--- config.mk ---
export PLATFORM = sky130hd
export DESIGN_NAME = aperture_remap
export DESIGN_NICKNAME = d
export VERILOG_FILES = /design/src/rtl/ar_pkg.sv /design/src/rtl/ar_table_regs.sv /design/src/rtl/ar_xlate.sv /design/src/rtl/aperture_remap.sv
export SDC_FILE = /design/constraint.sdc
export NUM_CORES = 1
export LEC_CHECK = 0
export ABC_AREA = 1
export BUFFER_PORTS_ARGS = -buffer_cell sky130_fd_sc_hd__buf_2
export CAP_MARGIN = 20
export CORE_ASPECT_RATIO = 1.75
export CORE_MARGIN = 8
export CORE_UTILIZATION = 58
export CTS_CLUSTER_SIZE = 28
export DETAILED_ROUTE_END_ITERATION = 8
export HOLD_SLACK_MARGIN = 0.08
export PLACE_DENSITY = 0.77
export SLEW_MARGIN = 20
export SYNTH_ARGS = -nofsm -noshare
export SYNTH_HDL_FRONTEND = slang
export SYNTH_SLANG_ARGS = --single-unit
--- constraint.sdc ---
create_clock -name clk -period 2.2 [get_ports clk]
set_input_delay 0.44 -clock clk [delete_from_list [all_inputs] [get_ports clk]]
set_output_delay 0.44 -clock clk [all_outputs]
set_load 0.01 [all_outputs]
--- src/rtl/ar_pkg.sv ---
package ar_pkg;
    localparam int WORD_W = 32;
    typedef logic [WORD_W-1:0] word_t;

    // commit command carried in bit 0 of the write data
    function automatic logic is_commit(input word_t w);
        return w[0];
    endfunction
endpackage

--- src/rtl/ar_table_regs.sv ---
module ar_table_regs
    import ar_pkg::*;
#(
    parameter int NREG   = 2,
    parameter int CFG_AW = 5
) (
    input  logic                         clk,
    input  logic                         rst_n,
    input  logic                         cfg_wen,
    input  logic [CFG_AW-1:0]            cfg_addr,
    input  word_t                        cfg_wdata,
    output word_t                        cfg_rdata,
    output logic [NREG-1:0][WORD_W-1:0]  live_sel,
    output logic [NREG-1:0][WORD_W-1:0]  live_off
);
    localparam int WIX_W = CFG_AW - 2;
    localparam int COMMIT_IX = 2 * NREG;

    typedef struct packed {
        logic [NREG-1:0][WORD_W-1:0] sh_sel;
        logic [NREG-1:0][WORD_W-1:0] sh_off;
        logic [NREG-1:0][WORD_W-1:0] lv_sel;
        logic [NREG-1:0][WORD_W-1:0] lv_off;
    } tbl_t;

    tbl_t st_d, st_q;
    logic [WIX_W-1:0] widx;

    assign widx = cfg_addr[CFG_AW-1:2];

    always_comb begin
        st_d      = st_q;
        cfg_rdata = '0;
        for (int k = 0; k < NREG; k++) begin
            if (widx == WIX_W'(k)) begin
                cfg_rdata = st_q.sh_sel[k];
                if (cfg_wen) st_d.sh_sel[k] = cfg_wdata;
            end
            if (widx == WIX_W'(NREG + k)) begin
                cfg_rdata = st_q.sh_off[k];
                if (cfg_wen) st_d.sh_off[k] = cfg_wdata;
            end
        end
        if (cfg_wen && widx == WIX_W'(COMMIT_IX) && is_commit(cfg_wdata)) begin
            st_d.lv_sel = st_q.sh_sel;
            st_d.lv_off = st_q.sh_off;
        end
    end

    always_ff @(posedge clk or negedge rst_n) begin
        if (!rst_n) st_q <= '0;
        else        st_q <= st_d;
    end

    assign live_sel = st_q.lv_sel;
    assign live_off = st_q.lv_off;
endmodule

--- src/rtl/ar_xlate.sv ---
module ar_xlate #(
    parameter int ADDR_W  = 32,
    parameter int FIELD_W = 4
) (
    input  logic                                  in_valid,
    input  logic [ADDR_W-1:0]                     in_addr,
    input  logic [(2**FIELD_W)-1:0][FIELD_W-1:0]  sel_tab,
    input  logic [(2**FIELD_W)-1:0][FIELD_W-1:0]  off_tab,
    output logic [FIELD_W-1:0]                    slv_sel,
    output logic [ADDR_W-1:0]                     out_addr,
    output logic                                  dec_err
);
    logic [FIELD_W-1:0] win;
    logic [FIELD_W-1:0] code;

    always_comb begin
        win      = in_addr[ADDR_W-1 -: FIELD_W];
        code     = sel_tab[win];
        out_addr = {off_tab[win], in_addr[ADDR_W-FIELD_W-1:0]};
        dec_err  = in_valid && (code == '0);
        slv_sel  = in_valid ? code : '0;
    end
endmodule

--- src/rtl/aperture_remap.sv ---
module aperture_remap
    import ar_pkg::*;
#(
    parameter int ADDR_W  = 32,
    parameter int FIELD_W = 4,
    parameter int CFG_AW  = 5
) (
    input  logic               clk,
    input  logic               rst_n,
    input  logic               cfg_wen,
    input  logic [CFG_AW-1:0]  cfg_addr,
    input  logic [31:0]        cfg_wdata,
    output logic [31:0]        cfg_rdata,
    input  logic               in_valid,
    input  logic [ADDR_W-1:0]  in_addr,
    output logic [FIELD_W-1:0] slv_sel,
    output logic [ADDR_W-1:0]  out_addr,
    output logic               dec_err
);
    localparam int NUM_WIN = 2 ** FIELD_W;
    localparam int NREG    = NUM_WIN * FIELD_W / WORD_W;

    logic [NREG-1:0][WORD_W-1:0]      live_sel, live_off;
    logic [NUM_WIN-1:0][FIELD_W-1:0]  sel_tab, off_tab;

    assign sel_tab = live_sel;
    assign off_tab = live_off;

    ar_table_regs #(.NREG(NREG), .CFG_AW(CFG_AW)) i_regs (
        .clk      (clk),
        .rst_n    (rst_n),
        .cfg_wen  (cfg_wen),
        .cfg_addr (cfg_addr),
        .cfg_wdata(cfg_wdata),
        .cfg_rdata(cfg_rdata),
        .live_sel (live_sel),
        .live_off (live_off)
    );

    ar_xlate #(.ADDR_W(ADDR_W), .FIELD_W(FIELD_W)) i_xlate (
        .in_valid(in_valid),
        .in_addr (in_addr),
        .sel_tab (sel_tab),
        .off_tab (off_tab),
        .slv_sel (slv_sel),
        .out_addr(out_addr),
        .dec_err (dec_err)
    );
endmodule

Word-level counts from Yosys, hierarchy flattened

Cells that the tools add are included.

Register bits after elaboration: 256
Bits in latches: 0
Bits in writable memories: 0
ROM bits: 0
Input port bits: 73
Output and inout port bits: 69
Memories kept: 0

$add $sub $neg: 0
$mul: 0
Div/mod/pow operators: 0
$lt $le $gt $ge: 1
Eq/ne operators: 4
Shifts and indexed selects: 0
Multiplexer cells: 9
Bitwise logic cells: 0
Reductions and logical operators: 9

Operators with widths:

| cell                 | count |
|---|---|
| $mux W32             | 4 |
| $bmux W4 S4          | 2 |
| $mux W4              | 3 |
| $reduce_and A2 Y1    | 4 |
| $eq A3 B2 Y1 const B | 2 |
| $lt A4 B5 Y1 const B | 1 |
| $logic_not A4 Y1     | 1 |
| $eq A3 B1 Y1 const B | 1 |
| $eq A3 B3 Y1 const B | 1 |
| $logic_and A1 B1 Y1  | 3 |
| $logic_not A3 Y1     | 1 |

Depth between registers and ports, before layout

Depth after elaboration: 5
Depth in mapped cells: 12
Depth with buffers taken out: 10

By module

A second synthesis with hierarchy kept.

Cells, all modules: 1680
Area, all modules: 13310.3 sq um

By module, submodules not included:

| module        | instances | cells an instance | area each (sq um) | sequential area each (sq um) |
|---|---|---|---|---|
| ar_table_regs | 1         | 1366              | 11775.0           | 6406.1 |
| ar_xlate      | 1         | 314               | 1535.2            | 0.0 |

Worst setup path after synthesis

No wires, ideal clock.

Kind: in2out
Start: in in_addr[28]
End: out dec_err
Arrival time: 1.432 ns
Data required time: 1.760 ns
Slack: 0.328 ns
Stages on the path: 11
Buffers on the path: 3
Cells stage by stage: buf_4 > inv_2 > buf_6 > buf_6 > o21ai_1 > nand3_1 > nand3_1 > nand2_1 > inv_1 > nand2_1 > nor2_1

Cells in the longest elaborated chain, start to end: 4

RTL lines:

| element                       | RTL line             | source |
|---|---|---|
| from (decl)                   | aperture_remap.sv:15 | `input logic [ADDR_W-1:0] in_addr,` |
| $bmux W4 S4                   | ar_xlate.sv:18       | `code = sel_tab[win];` |
| $mux W4 (implied by the code) | ar_xlate.sv:18       |  |
| $logic_not A4 Y1              | ar_xlate.sv:20       | `dec_err = in_valid && (code == '0);` |
| $logic_and A1 B1 Y1           | ar_xlate.sv:20       |  |
| to (decl)                     | aperture_remap.sv:18 | `output logic dec_err` |

No other way between the ends. The select of a mux whose other input is x is not followed.

Worst setup path in the final report

Start: reg i_regs.st_q (netlist bit i_regs.live_sel[49])
End: out dec_err

Cells in the longest elaborated chain, start to end: 4

RTL lines:

| element                       | RTL line            | source |
|---|---|---|
| from (decl)                   | ar_table_regs.sv:26 | `tbl_t st_d, st_q;` |
| from (signal assigned)        | ar_table_regs.sv:52 | `else st_q <= st_d;` |
| $bmux W4 S4                   | ar_xlate.sv:18      |  |
| $mux W4 (implied by the code) | ar_xlate.sv:18      |  |
| $logic_not A4 Y1              | ar_xlate.sv:20      |  |
| $logic_and A1 B1 Y1           | ar_xlate.sv:20      |  |

No other way between the ends. The select of a mux whose other input is x is not followed.

==> results by stage <==
Outcome:
- The run finished, with violations left.
- The checks that failed: negative setup slack.

Placed design:
- At the end of routability-driven placement, the weighted congestion stood at between 0.9 and 1.
- The worst setup timing slack at the placement stage is -0.0684 ns.
- The count of buffers from port buffering is 83.
- The detailed placement HPWL is 21.2 mm.
- The post-placement cell count is 1600.

CTS:
- The CTS tree is built.
- At the later pin of the worst-skew pair, clock insertion delay measures 0.52 ns.
- The clock edge transition at the registers on the reported setup and hold paths is 0.07 ns.
- Counting the buffers created by CTS gives 23.
- CTS saw 256 sinks.
- The depth of the CTS H-tree is 1.
- The CTS root buffer is clkbuf_16.
- The clock passes through at most 3 buffers.

Setup path:
- The timing endpoint of the critical path is dec_err.
- The data required time at the worst endpoint is 1.76 ns.
- The terminus of the critical flop-to-flop path is i_regs.live_sel[43].
- STA puts the critical path data arrival time at 1.85 ns.
- The worst-path cell with the longest stage delay is dfrtp_1.
- The critical path contains buffers and inverters numbering 2 combined.
- The kind of critical path is reg2out.
- The depth of the worst register-to-register path is 2.
- The depth of the critical timing path with buffers and inverters included is 8.
- Among the stages of the critical path, the cell type that occurs most often is nand2_2.
- The largest single stage delay on the critical path is 0.40 ns.
- The critical path starts at i_regs.live_sel[49].
- Broken down by cell family, the worst path's largest delay share belongs to simple AND/OR/NAND/NOR gates.
- In this run the worst path has a maximum fanout of 2.
- The critical path goes through o211ai_1, nand3_1, nand3_2, nand2_2, inv_2, nand2_2, nor2_4, buf_6.
- STA classifies the critical path endpoint as a primary output.
- The worst setup path is launched from a flop.
- For flop-to-flop paths, the worst setup slack is between 1 and 1.5 ns.
- The startpoint identified for the worst register-to-register timing path is i_regs.live_sel[43].

Floorplan:
- The starting density of the core is 59.0%.
- The die covers 0.0250 mm².
- The number of rows in the core area is 68.
- The I/O pin count is around 140.
- The die height is 203 µm.
- The core footprint is 0.0197 mm².
- In this run the horizontal extent of the chip is 123 µm.

Pwr:
- The clock network is responsible for between 30% and 40% of the overall power.
- Internal power comes to just over 9 mW.
- The portion of total power attributed to combinational logic is 17.9%.
- The design draws around 13 mW.
- For this design the ratio of total power to cell area is ~980 mW/mm².
- The switching power as a share of total power is between 20% and 30%.
- VDD sags by at most 0.774 mV.
- The analysis attributes to net switching a power of between 3 and 4 mW.
- The reported leakage power is 6.75 nW.
- The sequential share of power is 49.8%.

Hold path:
- Counting instances, the worst hold path has a depth of 3.
- The tightest min-delay check is of the in2reg type.

Synth:
- The cell type with the largest total area after synthesis is dfrtp_1.
- The flip-flop and latch count after synthesis is between 200 and 300.
- The mean area per synthesized cell is 8.73 µm².
- The synthesized-area fraction occupied by adder cells is 0%.
- The synthesized-area fraction occupied by ao, oa, aoi and oai cells is 15.5%.
- The fraction of synthesized cell area taken by the top area cell type is between 50% and 60%.
- In this run, distinct cell masters in the synthesized netlist total 22.
- By area, the combinational part of the netlist is dominated by compound AO/OA/AOI/OAI gates.
- Sorting the synthesized cells by area gives the leading types as dfrtp_1 55%, nand2_1 11%, o21ai_0 7.4%, mux2_2 4.7%, inv_1 4.2%.
- Summing the sequential cell areas from Yosys gives a little under three fifths of the chip area.
- The gate count after technology mapping is 1334.
- Of the post-synthesis cell area, the part taken by muxes is between 4 and 5%.
- Yosys printed 0 warnings.
- In this run the cell area of the synthesized design comes to 0.0116 mm².
- Counting every net in the synthesized netlist gives 1407.
- Of the total synthesized cell area, the portion taken by XOR and XNOR cells is 0%.
- The fraction of the mapped netlist area in simple logic gates is 15.0%.

Global routing:
- The maximum number of pins on one net before global-route repair is 75.
- In the global route stage, overall resource usage came out at 25.3%.
- The global-route wire length before repair is 49.2 mm.
- The global route total overflow is 0.
- The via count of the first global-routing pass is 9435.
- The initial antenna violation count is 0.

STA:
- In the post-route analysis, the smallest setup slack over all paths is -0.0939 ns.
- The post-layout minimum cycle time is 2.29 ns.
- The final worst-path cycle share is 104%.
- The highest attainable clock frequency is 0.436 GHz.
- The final-layout setup total negative slack is -0.280 ns.
- The total setup violations reported at the end of the flow is 4.
- Setup repair after global routing could not meet its margin everywhere.
- The slew at the pin with the worst max-slew slack is around 0.55 ns.
- The hold violation count in the final report is 0.
- The headroom to the max-slew limit is 63.5%.
- The count of pins over their slew limit is 0.
- The worst setup skew after layout is 0.0140 ns.
- The worst hold margin is 0.210 ns.

Cells and area:
- The number of nets at the end of the flow is ~1500.
- The count of antenna diodes in the layout is 0.
- The fraction of final layout cells sized beyond drive strength 1 is 18.8%.
- The area growth from synthesis to layout is 14.7%.
- The number of standard cells in the final layout excluding fillers is 1646.

Drt:
- The first TritonRoute pass finished after 5 iterations.
- The total wire length is approximately 31 mm.
- The via-per-instance ratio is 5.64.
- The count of nets left with antenna violations once routing finished came out at 0.
- The detailed-route wire length per cell is roughly 19 µm.
- The routed layout has 9285 vias.
- After detailed routing, the number of remaining DRC violations is 0.
- The count of routing violations after the opening detailed-route iteration is 722.

Run:
- The number of maximum-capacitance violations is 0.
==> per-layer routing <==
metal / global-route usage, % / wire length [µm]
met5: 0 / 0
met4: 14.8 / 1620
met3: 2.82 / 1400
met2: 44.8 / 16600
met1: 28.4 / 11700
==> cells in the mapped netlist <==
| master | instances |
|---|---|
| nor2_1 | 69 |
| nor3_4 | 2 |
| inv_2 | 5 |
| mux2_2 | 49 |
| o21ai_0 | 173 |
| dfrtp_1 | 256 |
| o22ai_1 | 37 |
| inv_1 | 129 |
| nor2_2 | 1 |
| o221ai_1 | 11 |
| o211ai_1 | 6 |
| nand4_2 | 1 |
| buf_2 | 46 |
| nand3_1 | 36 |
| clkbuf_1 | 32 |
| nor3_2 | 1 |
| o21ai_1 | 65 |
| a21oi_1 | 49 |
| buf_4 | 32 |
| nand2_2 | 3 |
| buf_6 | 3 |
| nand2_1 | 328 |
==> power by group through the flow <==
stage               clock network, mW  registers [mW]  logic, mW
floorplan                           0            6.23       1.56
global placement                    0            6.51       2.14
detailed placement                  0            6.53       2.23
CTS                              4.25            6.47       2.28
global route                     4.41            6.58       2.64
finish                           4.21            6.49       2.34
==> flip-flops by register name, summed over array words and instances (netlist names) <==
name             cells
i_regs.live_off     64
i_regs.live_sel     64
i_regs.st_q        128
==> layout by cell type (no fill, tap or decap), drive strengths merged, types with 3 or more instances in the layout <==
| cell type | instances |
|---|---|
| o21ai | 238 |
| mux2 | 49 |
| o211ai | 6 |
| nor2 | 70 |
| bufinv | 4 |
| o221ai | 11 |
| nand3 | 36 |
| o22ai | 37 |
| nand2 | 331 |
| buf | 139 |
| a21oi | 49 |
| dfrtp | 256 |
| inv | 134 |
| clkinv | 5 |
| clkbuf | 30 |
| nor3 | 3 |
==> area by class of cell <==
type | count | area (µm²)
clock buffers | 29 | 618
clock inverters | 10 | 153
fillers | 1544 | 6380
inverters | 134 | 503
multi-input cells | 831 | 4210
flip-flops and latches | 256 | 6410
well taps | 245 | 307
repair buffers | 141 | 1160
==> repair_timing <==
| action | 4_1_cts | 5_1_grt |
|---|---|---|
| setup buffers | 2 | 4 |
| gates cloned | 0 | 1 |
| hold buffers | 1 | 0 |
| hold endpoints to repair | 59 | 0 |
| endpoints found under the setup margin | 6 | 11 |
| gates resized for setup | 13 | 38 |
| pin swaps | 7 | 21 |
==> how the worst min path moves through the flow <==
stage | from | to | slack, ns
2_1_floorplan | rst_n | i_regs.live_off[0] | 0.14
3_3_place_gp | rst_n | i_regs.live_off[50] | 0.44
3_5_place_dp | rst_n | i_regs.st_q[209] | 0.44
4_1_cts | cfg_wdata[22] | i_regs.st_q[182] | 0.20
5_1_grt | cfg_wdata[28] | i_regs.st_q[188] | 0.23
6_report | cfg_wdata[21] | i_regs.st_q[181] | 0.21
==> stage by stage <==
stage	utilization, %	area (µm²)
after CTS	66.9	13200
after global routing	67.7	13400
final	67.7	13400
after floorplan	-	11600
after global placement	62.7	12400
after detailed placement	62.7	12400
==> worst reg2reg max path, cell delays in order (launching register included) <==
cell and delay [ns]:
dfrtp_1 0.41, buf_4 0.14, mux2_2 0.25
==> logic make-up after synthesis <==
logic type | Yosys count
mux | 49
buf+inv | 247
compound gates | 341
simple gates | 441
flops | 256
No activity file was read; power rests on OpenSTA's default activity.
